--- src/rtl/quad_upconverter.sv ---
module quad_upconverter #(
  parameter int PHASE_W = 32,
  parameter int LUT_AW  = 8,
  parameter int SAMP_W  = 12,
  parameter int AMP_W   = 12
) (
  input  logic                              clk,
  input  logic                              rst_n,
  input  logic [2:0]                        mod_mode,
  input  logic [PHASE_W-1:0]                tune_a,
  input  logic [PHASE_W-1:0]                tune_b,
  input  logic                              spec_neg,
  input  logic                              sleep,
  input  logic signed [SAMP_W-1:0]          i_in,
  input  logic signed [SAMP_W-1:0]          q_in,
  input  logic                              fsk_bit,
  output logic signed [SAMP_W+AMP_W:0]      dout
);
  localparam int OUT_W  = SAMP_W + AMP_W + 1;
  localparam int PROD_W = SAMP_W + AMP_W;
  localparam int LUT_N  = 1 << LUT_AW;
  localparam int QTR    = LUT_N / 4;
  localparam int AMP    = (1 << (AMP_W - 1)) - 1;
  localparam logic [2:0] MODE_FSK = 3'b100;

  function automatic logic signed [AMP_W-1:0] sine_at(input int k);
    real r;
    r = AMP * $sin(2.0 * 3.141592653589793 * k / LUT_N);
    return AMP_W'($rtoi($floor(r + 0.5)));
  endfunction

  logic signed [AMP_W-1:0] sine_rom [LUT_N];
  for (genvar g = 0; g < LUT_N; g++) begin : g_rom
    assign sine_rom[g] = sine_at(g);
  end

  logic [PHASE_W-1:0] phase;
  logic [LUT_AW-1:0]  sin_idx, cos_idx;
  logic signed [AMP_W-1:0]  sin_v, cos_v;
  logic signed [PROD_W-1:0] prod_i, prod_q;
  logic signed [OUT_W-1:0]  ext_i, ext_q, mix, fsk_v;
  logic is_fsk;
  logic [PHASE_W-1:0] step;

  assign is_fsk  = (mod_mode == MODE_FSK);
  assign step    = (is_fsk && fsk_bit) ? tune_b : tune_a;
  assign sin_idx = phase[PHASE_W-1 -: LUT_AW];
  assign cos_idx = sin_idx + LUT_AW'(QTR);
  assign sin_v   = sine_rom[sin_idx];
  assign cos_v   = sine_rom[cos_idx];
  assign prod_i  = i_in * cos_v;
  assign prod_q  = q_in * sin_v;
  assign ext_i   = {prod_i[PROD_W-1], prod_i};
  assign ext_q   = {prod_q[PROD_W-1], prod_q};
  assign mix     = spec_neg ? ext_i - ext_q : ext_i + ext_q;
  assign fsk_v   = {{(OUT_W-AMP_W){cos_v[AMP_W-1]}}, cos_v};

  always_ff @(posedge clk or negedge rst_n) begin
    if (!rst_n) begin
      phase <= '0;
      dout  <= '0;
    end else if (sleep) begin
      dout  <= '0;
    end else begin
      phase <= phase + step;
      dout  <= is_fsk ? fsk_v : mix;
    end
  end


  sleep_hold_chk: assert property (@(posedge clk) disable iff (!rst_n)
    sleep |=> (dout == '0) && (phase == $past(phase)));


  carrier_step_chk: assert property (@(posedge clk) disable iff (!rst_n)
    (!sleep && !is_fsk) |=> phase == $past(phase) + $past(tune_a));


  fsk_step_chk: assert property (@(posedge clk) disable iff (!rst_n)
    (!sleep && is_fsk) |=>
      phase == $past(phase) + ($past(fsk_bit) ? $past(tune_b) : $past(tune_a)));


  fsk_range_chk: assert property (@(posedge clk) disable iff (!rst_n)
    (!sleep && is_fsk) |=> (dout <= OUT_W'(AMP)) && (dout >= -OUT_W'(AMP)));
endmodule

--- config.mk ---
export PLATFORM = sky130hd
export DESIGN_NAME = quad_upconverter
export DESIGN_NICKNAME = d
export VERILOG_FILES = /design/src/rtl/quad_upconverter.sv
export SDC_FILE = /design/constraint.sdc
export NUM_CORES = 1
export LEC_CHECK = 0
export ABC_AREA = 1
export BUFFER_PORTS_ARGS = -buffer_cell sky130_fd_sc_hd__buf_4
export CORE_UTILIZATION = 55
export CTS_BUF_LIST = sky130_fd_sc_hd__clkbuf_8
export DETAILED_ROUTE_END_ITERATION = 8
export GPL_TIMING_DRIVEN = 0
export PLACE_DENSITY = 0.78
export RECOVER_POWER = 50
export SLEW_MARGIN = 20
export SYNTH_ARGS = -nofsm -noshare
export SYNTH_HDL_FRONTEND = slang
export SYNTH_SLANG_ARGS = --single-unit
--- constraint.sdc ---
create_clock -name clk -period 23.5 [get_ports clk]
set_input_delay 2.35 -clock clk [delete_from_list [all_inputs] [get_ports clk]]
set_output_delay 2.35 -clock clk [all_outputs]
set_load 0.01 [all_outputs]
# After elaboration in Yosys (flattened, before gate mapping)
# Memory sizes are Yosys's and may differ from the RTL's.
# Cells that the tools add are included.
# word_totals
wordCells	24
ff_bits	57
mem_count	2
output_inout_bits	25
rom_bits	6144
input_bits	96
# mem_list
name	words	width	rd	rd_clocked_by_memory_dff	wr	line	text
(no name shown)	256	12	1	0	0	50	assign cos_v = sine_rom[cos_idx];
(no name shown)	256	12	1	0	0	49	assign sin_v = sine_rom[sin_idx];
# classes
bitwise	2
reduce_logical	1
n_lt_le_gt_ge	2
mul	2
mux	8
n_addsub	4
n_eq_ne	1
# ops
operator	n
25-bit 2-to-1 mux	3
12-bit by 12-bit multiplier with 24-bit output	2
12-bit 2-to-1 mux	4
32-bit adder	1
32-bit 2-to-1 mux	1
24-bit by 24-bit adder with 25-bit output	1
24-bit by 24-bit subtractor with 25-bit output	1
9-bit >= comparator, second input constant	2
8-bit NOT with 9-bit output	2
8-bit by 7-bit adder with 8-bit output, second input constant	1
3-bit equality test, second input constant	1
1-bit logical AND	1

# Logic depth before layout (Yosys ltp)
# Gate-level depths: netlist (run 1).
# depth
word_depth	10
ltp_mapped	61
ltp_nobuf	59

# Least setup slack after synthesis (run 1)
# No wires, ideal clock.
# synth_timing
kind	input to register
start	input q_in[11]
end	register dout[24]
slack_ns	14.714
arrival_ns	8.670
stages	44
setup_ns	0.116
cell_sequence	buf_1 > inv_1 > nor2_1 > inv_1 > fa_1 > inv_1 > fa_1 > inv_1 > fa_1 > inv_1 > fa_1 > inv_1 > fa_1 > inv_1 > ha_1 > nand2_1 > nor2_1 > and2_1 > [8 not listed] > nand2_1 > nand2_1 > nand2_1 > nand2_1 > nand2_1 > ha_1 > inv_1 > nor3_1 > nand2_1 > or2_2 > nand3_1 > inv_1 > nand3_1 > nand2_1 > nand3_1 > nand2_1 > nor2_1 > nor2_1
# synth_between
elab_chain_len	5
# synth_rtl
item	line	text
start, declared	15	input logic signed [SAMP_W-1:0] q_in,
12-bit by 12-bit multiplier with 24-bit output (*)	52	assign prod_q = q_in * sin_v;
24-bit by 24-bit adder with 25-bit output / 24-bit by 24-bit subtractor with 25-bit output (equally long branches)	55	assign mix = spec_neg ? ext_i - ext_q : ext_i + ext_q;
25-bit 2-to-1 mux (*)	55	
25-bit 2-to-1 mux (*)	66	dout <= is_fsk ? fsk_v : mix;
25-bit 2-to-1 mux (*)	62	end else if (sleep) begin
end signal, assigned	66	
end, declared	17	output logic signed [SAMP_W+AMP_W:0] dout
# Every way passes the cells marked *; elsewhere a longest branch is shown, timed or not.
# A chain may end at the register's enable or synchronous reset.

# Worst setup path after layout (run 1)
# layout_timing
start	register phase[25]
end	register dout[20]
# layout_between
elab_chain_len	10
# layout_rtl
item	line	text
start, declared	37	logic [PHASE_W-1:0] phase;
start signal, assigned	65	phase <= phase + step;
8-bit by 7-bit adder with 8-bit output	48	assign cos_idx = sin_idx + LUT_AW'(QTR);
8-bit NOT with 9-bit output (implied by the code)	50	
memory 256 x 12 bit	-	
12-bit 2-to-1 mux (implied by the code) (2 in a row)	50	
12-bit by 12-bit multiplier with 24-bit output	51	assign prod_i = i_in * cos_v;
24-bit by 24-bit adder with 25-bit output / 24-bit by 24-bit subtractor with 25-bit output (equally long branches)	55	
25-bit 2-to-1 mux	55	
25-bit 2-to-1 mux (*)	66	
25-bit 2-to-1 mux (*)	62	
# Every way passes the cells marked *; elsewhere a longest branch is shown, timed or not. The select of a mux whose other input is x is not followed.

==> summary.md, run 1 <==
| Metric | Value |
|---|---|
| Run status | complete, but fails checks |
| Failing checks | capacitance limit, slew limit |
| Met1 usage | a little over half |
| Worst Tran Pin Value | 3.51 ns |
| # resized after CTS | 0 |
| Core Region | approximately 37,000 um2 |
| Synth cell count leaders | nand2_1, inv_1, nor2_1 |
| Adder-cell share of the synthesized area | ~38% |
| Layout Nets | about 3,600 |
| DRC viols | 0 |
| Clock slew at reported path FFs | 0.08 ns |
| CTS max path bufs | 2 |
| Cts bufs inserted | 9 |
| CTS Root Buffer Type | clkbuf_8 |
| CP max stage cell | o21ai_0 |
| Input/output buffers | 108 |
| Synth area leader | fa_1 |
| Maxcap violations | 1 |
| Critical Path Source Type | register |
| Distinct cells, synth | 65 |
| Post-DRT Antenna Nets | 0 |
| Post-synth EDFFs | 0 |
| Multi-input logic area | 16,300 um2 |
| Routed vias | 20,900 |
| Share of the synthesized area in the top cell type | 27.2% |
| Slowest Stage Delay on Critical Path | 0.61 ns |
| Most Crowded Layer GR | met2 |
| Final slew viol count | 58 |
| DRT Pass-1 Iters | 8 |
| Vias in the first global route | between 20,000 and 25,000 |
| Tot GR Track Use | 39.6% |
| Slew margin rel. | -134% |
| CTS tree | built |
| Worst Hold Class | register to register |
| Grt ovf | 0 |
| Die Y | 195 um |
| Post-synthesis sequential area ratio | 6.98% |
| Unrepaired setup endpoints after global routing | false |
| Initial Util | 55.8% |
| Flops & latches, synth | 57 |
| Fin crit share | 47.2% |
| First-pass GRT wire length | ~120,000 um |
| Arrival time worst endpoint | 11.43 ns |
| CP Class | register to register |
| Row count | 70 |
| Syn Inst Count | 2,961 |
| Antenna violations before repair | 1 |
| Gpl congestion | 1.06 |
| Synth Area in XOR/XNOR | 2.87% |
| Syn_nets | 3,507 |
| Syn_area_per_cell | slightly below 7 um2 |
| Highest clock rate | around 90 MHz |
| Worst endpoint required time | ~24 ns |
| Ys async rst share | 100% |
| Post-synthesis mux area share | under 10% |
| Setup Total Neg Slack | 0 ns |
| CP endpoint kind | register |
| Period minus WS final | 11.10 ns |
| Top cells by area, synth | fa_1, nand2_1, inv_1, ha_1, dfrtp_1 |
| Post-CTS Hold Buffers | 0 |
| Dpl hpwl | 60,700 um |
| Total wire length | 73,100 um |
| Clock sinks | 57 |
| Die area | 37,900 um2 |
| Syn Std Cell Area | 20,400 um2 |
| Final hold violation count | 0 |
| DIE WIDTH | 195 um |
| Setup violations, final | 0 |
| Post-Synth Simple-Gate Area | 25.3% |
| Fill count | 3,408 |
| Crit-path max FO | 9 |
| Drt wl/cell | 20.6 um |
| Global Route met3 Usage | 6.04% |
| Primary FF master, synth | dfrtp_1 |
| Pin count of the biggest net entering global routing | 58 |
| Worst skew pair latency | 0.39 ns |
| Setup repair bufs after CTS | 0 |
| Largest family of logic cells by synthesized area | adder cells |
| Global routing usage on met2 | 63.1% |
| Count leader, synth | nand2_1 |
| 1st-iter DRT viols | 2,062 |
| Sequential cell area | 1430 um2 |
| H-tree levels | 3 |
| # IOs | 121 |
| Ys Warns | 0 |
| Synthesis-to-layout area growth | 7.83% |
| Vias per std cell | 5.89 |
| Share of layout cells above drive strength 1 | 8.65% |
| Compound-Gate Fraction of Synth Area | 12.2% |
| Setup Skew | 0.00807 ns |
-- critical path: cells and delay by family (launching register included) --
family                   cells  cell delay, ns
adder cells (fa/ha/maj)      8            3.77
AND/OR/NAND/NOR             17            3.13
AO/OA/AOI/OAI                7            1.87
buffers and inverters       10            1.49
flip-flops                   1            0.58
XOR/XNOR                     1            0.18
-- final cells by class --
cell class                 instances  area share [%]
tap                              468            2.66
sequential                        57            6.48
multi-input combinational       2220            74.1
clock inverter                     7           0.568
inverter                         605            10.3
buffer                            79            1.86
clock buffer                       9           0.562
timing repair buffer             108            3.46
antenna                            1          0.0114
-- per-stage QoR --
step	area [um2]	hold slack, ns	instances	setup WS (ns)	utilization [%]
after CTS	22100	0.498	3553	12.89	60.3
after detailed placement	21800	0.478	3537	12.93	59.6
final	22000	0.494	3554	12.40	60.2
after global placement	21800	0.468	3537	12.95	59.6
after floorplan	20400	0.455	2961	14.71	-
after global routing	22000	0.506	3554	12.00	60.2
-- kinds of logic (layout without fill, tap and decap cells) --
logic type | count (synthesis) | after routing
compound gates | 424 | 424
xor+xnor | 67 | 67
fa+ha+maj | 450 | 450
buf+inv | 684 | 808
flops | 57 | 57
mux | 32 | 32
other cells | 0 | 1
simple gates | 1247 | 1247
-- final timing paths --
check / slack, ns / start / endpoint / depth (start not counted)
max in group asynchronous: 18.36 / rst_n / phase[25] / 1
max: 12.40 / phase[25] / dout[20] / 43
min reg2reg: 0.49 / phase[2] / phase[2] / 2
max reg2reg: 12.40 / phase[25] / dout[20] / 43
min: 0.49 / phase[2] / phase[2] / 2
min in group asynchronous: 3.14 / rst_n / dout[6] / 1
-- sequential cells by signal, indices dropped and copies added, names as in the netlist --
register and count:
dout 25, phase 32
-- placed cells by master, fill, tap and decap left out, types with 29 or more instances in the layout --
cell type    n
nand2_1    709
inv_1      579
nor2_1     298
fa_1       278
ha_1       172
a21oi_1    150
o21ai_0    129
nand3_1    117
buf_4      100
dfrtp_1     57
xor2_1      44
clkbuf_1    36
mux2_2      31
buf_2       29
nand4_1     29
-- metal layers --
layer | wire (um) | up-vias
met5 | 0 | -
met4 | 3520 | 0
met3 | 6730 | 226
met2 | 32900 | 1146
met1 | 29900 | 10100
li1 | - | 9485
Power of run 1 is not shown: default switching activity piles up to over one toggle a cycle in this logic, so the estimate is an artifact.
==> inputs of run 2 (changes only) <==
==> constraint.sdc (replaced) <==
create_clock -name clk -period 10.9 [get_ports clk]
set_input_delay 1.09 -clock clk [delete_from_list [all_inputs] [get_ports clk]]
set_output_delay 1.09 -clock clk [all_outputs]
set_load 0.01 [all_outputs]
==> run 2 against run 1 <==
Effect of this change:
- maximum frequency increased by 7.2%
- the run still ends with capacitance limit, slew limit left
- clock skew up 0.00087 ns
- die area unchanged
- cell area rose by 0.61%
- critical path type unchanged
==> summary.md, run 2 (same netlist as run 1, synthesis figures left out) <==
| Metric | Value |
|---|---|
| Drt wl/cell | 20.6 um (about the same) |
| Layout Nets | 3,638 (+0.33%) |
| Die Y | 195 um (unchanged) |
| CTS tree | built |
| Most frequent cells in the layout | nand2_1, inv_1, nor2_1, fa_1, ha_1 |
| Initial Util | 55.8% (unchanged) |
| Largest register FFs | 32 (unchanged) |
| H-tree levels | 3 (unchanged) |
| R2R cell count | 54 (+26%) |
| Total wire length | 73,300 um (+0.32%) |
| Highest clock rate | 96.6 MHz (+7.2%) |
| Crit-path max FO | 10 (+1) |
| # IOs | 121 (unchanged) |
| Pin count of the biggest net entering global routing | 58 (unchanged) |
| Biggest regs | phase x32, dout x25 |
| CP max stage cell | fa_1 |
| CP Launch Point | phase[25] |
| CP Class | register to register |
| Crit-path leading delay family | simple AND/OR/NAND/NOR gates |
| Input/output buffers | 108 (unchanged) |
| Hold_sp | phase[2] |
| Final hold violation count | 0 (unchanged) |
| Critical Path Source Type | register |
| DRC viols | 0 (unchanged) |
| DIE WIDTH | 195 um (unchanged) |
| Post-CTS Hold Buffers | 0 (unchanged) |
| Worst Tran Pin Value | 3.53 ns (+0.0210 ns) |
| Run status | complete, but fails checks |
| Bufs and invs on worst path | 11 (+1) |
| Final slew viol count | 58 (unchanged) |
| Pre-CTS WS | 0.327 ns (-12.60 ns) |
| First-pass GRT wire length | 116,000 um (unchanged) |
| CP endpoint kind | register |
| Post-DRT Antenna Nets | 0 (unchanged) |
| FF-to-FF Start | phase[25] |
| Setup Skew | 0.00895 ns (+0.000873 ns) |
| Setup Total Neg Slack | 0 ns (unchanged) |
| Maxcap violations | 1 (unchanged) |
| Gpl congestion | 1.06 (unchanged) |
| Worst setup margin | 0.548 ns (-11.85 ns) |
| Slew margin rel. | -136% (-1.4 points) |
| Fin crit share | 95.0% (+48 points) |
| Hold EP | phase[2] |
| CTS Root Buffer Type | clkbuf_8 |
| Core Region | 36,600 um2 (unchanged) |
| Grt ovf | 0 (unchanged) |
| Worst Hold Class | register to register |
| Unrepaired setup endpoints after global routing | false |
| Dpl hpwl | 60,700 um (unchanged) |
| Cts bufs inserted | 9 (unchanged) |
| DRT Pass-1 Iters | 6 (-2) |
| Period minus WS final | 10.35 ns (-0.749 ns) |
| 1st-iter DRT viols | 2,177 (+5.6%) |
| Clock slew at reported path FFs | 0.08 ns (about the same) |
| Worst Hold Depth | 2 (unchanged) |
| Share of layout cells above drive strength 1 | 9.30% (+0.64 points) |
| Clock sinks | 57 (unchanged) |
| RR Endpoint | dout[24] |
| R2R Setup Slk | 0.55 ns (-11.85 ns) |
| CTS max path bufs | 2 (unchanged) |
| Arrival time worst endpoint | 10.63 ns (-0.80 ns) |
| Routed vias | 21,000 (+0.44%) |
| Antenna violations before repair | 1 (unchanged) |
| Setup violations, final | 0 (unchanged) |
| Synthesis-to-layout area growth | 8.49% |
| Tot GR Track Use | 39.6% (unchanged) |
| Vias in the first global route | 21,300 (unchanged) |
| Vias per std cell | 5.90 (+0.11%) |
| Fill count | 3,399 (-0.26%) |
| Worst endpoint required time | 11.17 ns (-12.66 ns) |
| Failing checks | capacitance limit, slew limit |
| Slowest Stage Delay on Critical Path | 0.63 ns (+0.02 ns) |
| Most used cell, CP | nand2_1 |
| Commonest non-fill, non-tap cell in the layout | nand2_1 |
| Row count | 70 (unchanged) |
| Die area | 37,900 um2 (unchanged) |
| Largest reg by FF count | phase |
| Worst skew pair latency | 0.39 ns (about the same) |
run 2: changes by cell type in the layout (fill, tap and decap cells not counted), moves of 2 or more:
cell and change:
buf_2 -2, buf_4 +11, clkbuf_4 +3, clkinvlp_4 +2
dfrtp_1 -2, dfrtp_2 +2, inv_1 -2
run 2: cell type report:
| type | count | area [um2] | share of cell area, % |
|---|---|---|---|
| Timing Repair inverter | 1 | 5.00 | 0.0226 |
| Sequential cell | 57 | 1430 | 6.45 |
| Inverter | 605 | 2290 | 10.3 |
| Timing Repair Buffer | 119 | 845 | 3.81 |
| Tap cell | 468 | 586 | 2.64 |
| Antenna cell | 1 | 2.50 | 0.0113 |
| Clock inverter | 7 | 125 | 0.565 |
| Multi-Input combinational cell | 2220 | 16300 | 73.7 |
| Clock buffer | 9 | 124 | 0.559 |
| Buffer | 79 | 417 | 1.88 |
run 2: how the worst max path moves through the flow:
| stage | end | slack [ns] | cells past startpoint |
|---|---|---|---|
| detailed placement | dout[24] | 0.33 | 52 |
| CTS | dout[24] | 0.29 | 52 |
| floorplan | dout[24] | 2.64 | 53 |
| finish | dout[24] | 0.55 | 54 |
| global placement | dout[24] | 0.35 | 54 |
| global route | dout[24] | 0.009 | 51 |
run 2: tightest hold or removal path: stages (launching register included):
cell and delay [ns]:
dfrtp_1 0.36, nand2_1 0.06, nand2_1 0.06
run 2: per-stage QoR:
stage / instance area (um2) / util (%) / hold slack [ns] / instances
after floorplan: 20400 / - / 0.455 / 2961
after global placement: 21800 / 59.6 / 0.468 / 3537
after detailed placement: 21800 / 59.6 / 0.478 / 3537
after CTS: 22100 / 60.3 / 0.498 / 3553
after global routing: 22200 / 60.5 / 0.506 / 3566
final: 22200 / 60.5 / 0.496 / 3566
run 2: repair_timing:
item,in CTS,in global routing
buffers inserted,0,11
setup endpoints to repair,0,5
gates resized for setup,0,15
run 2: routing by layer:
| metal | GRT usage [%] | vias up | wire length [um] |
|---|---|---|---|
| li1 | - | 9506 | - |
| met3 | 6.04 | 245 | 6980 |
| met1 | 52.6 | 10100 | 29900 |
| met4 | 19.2 | 0 | 3710 |
| met2 | 63.1 | 1208 | 32700 |
| met5 | 0 | - | 0 |
Power of run 2 is left out for the same reason.
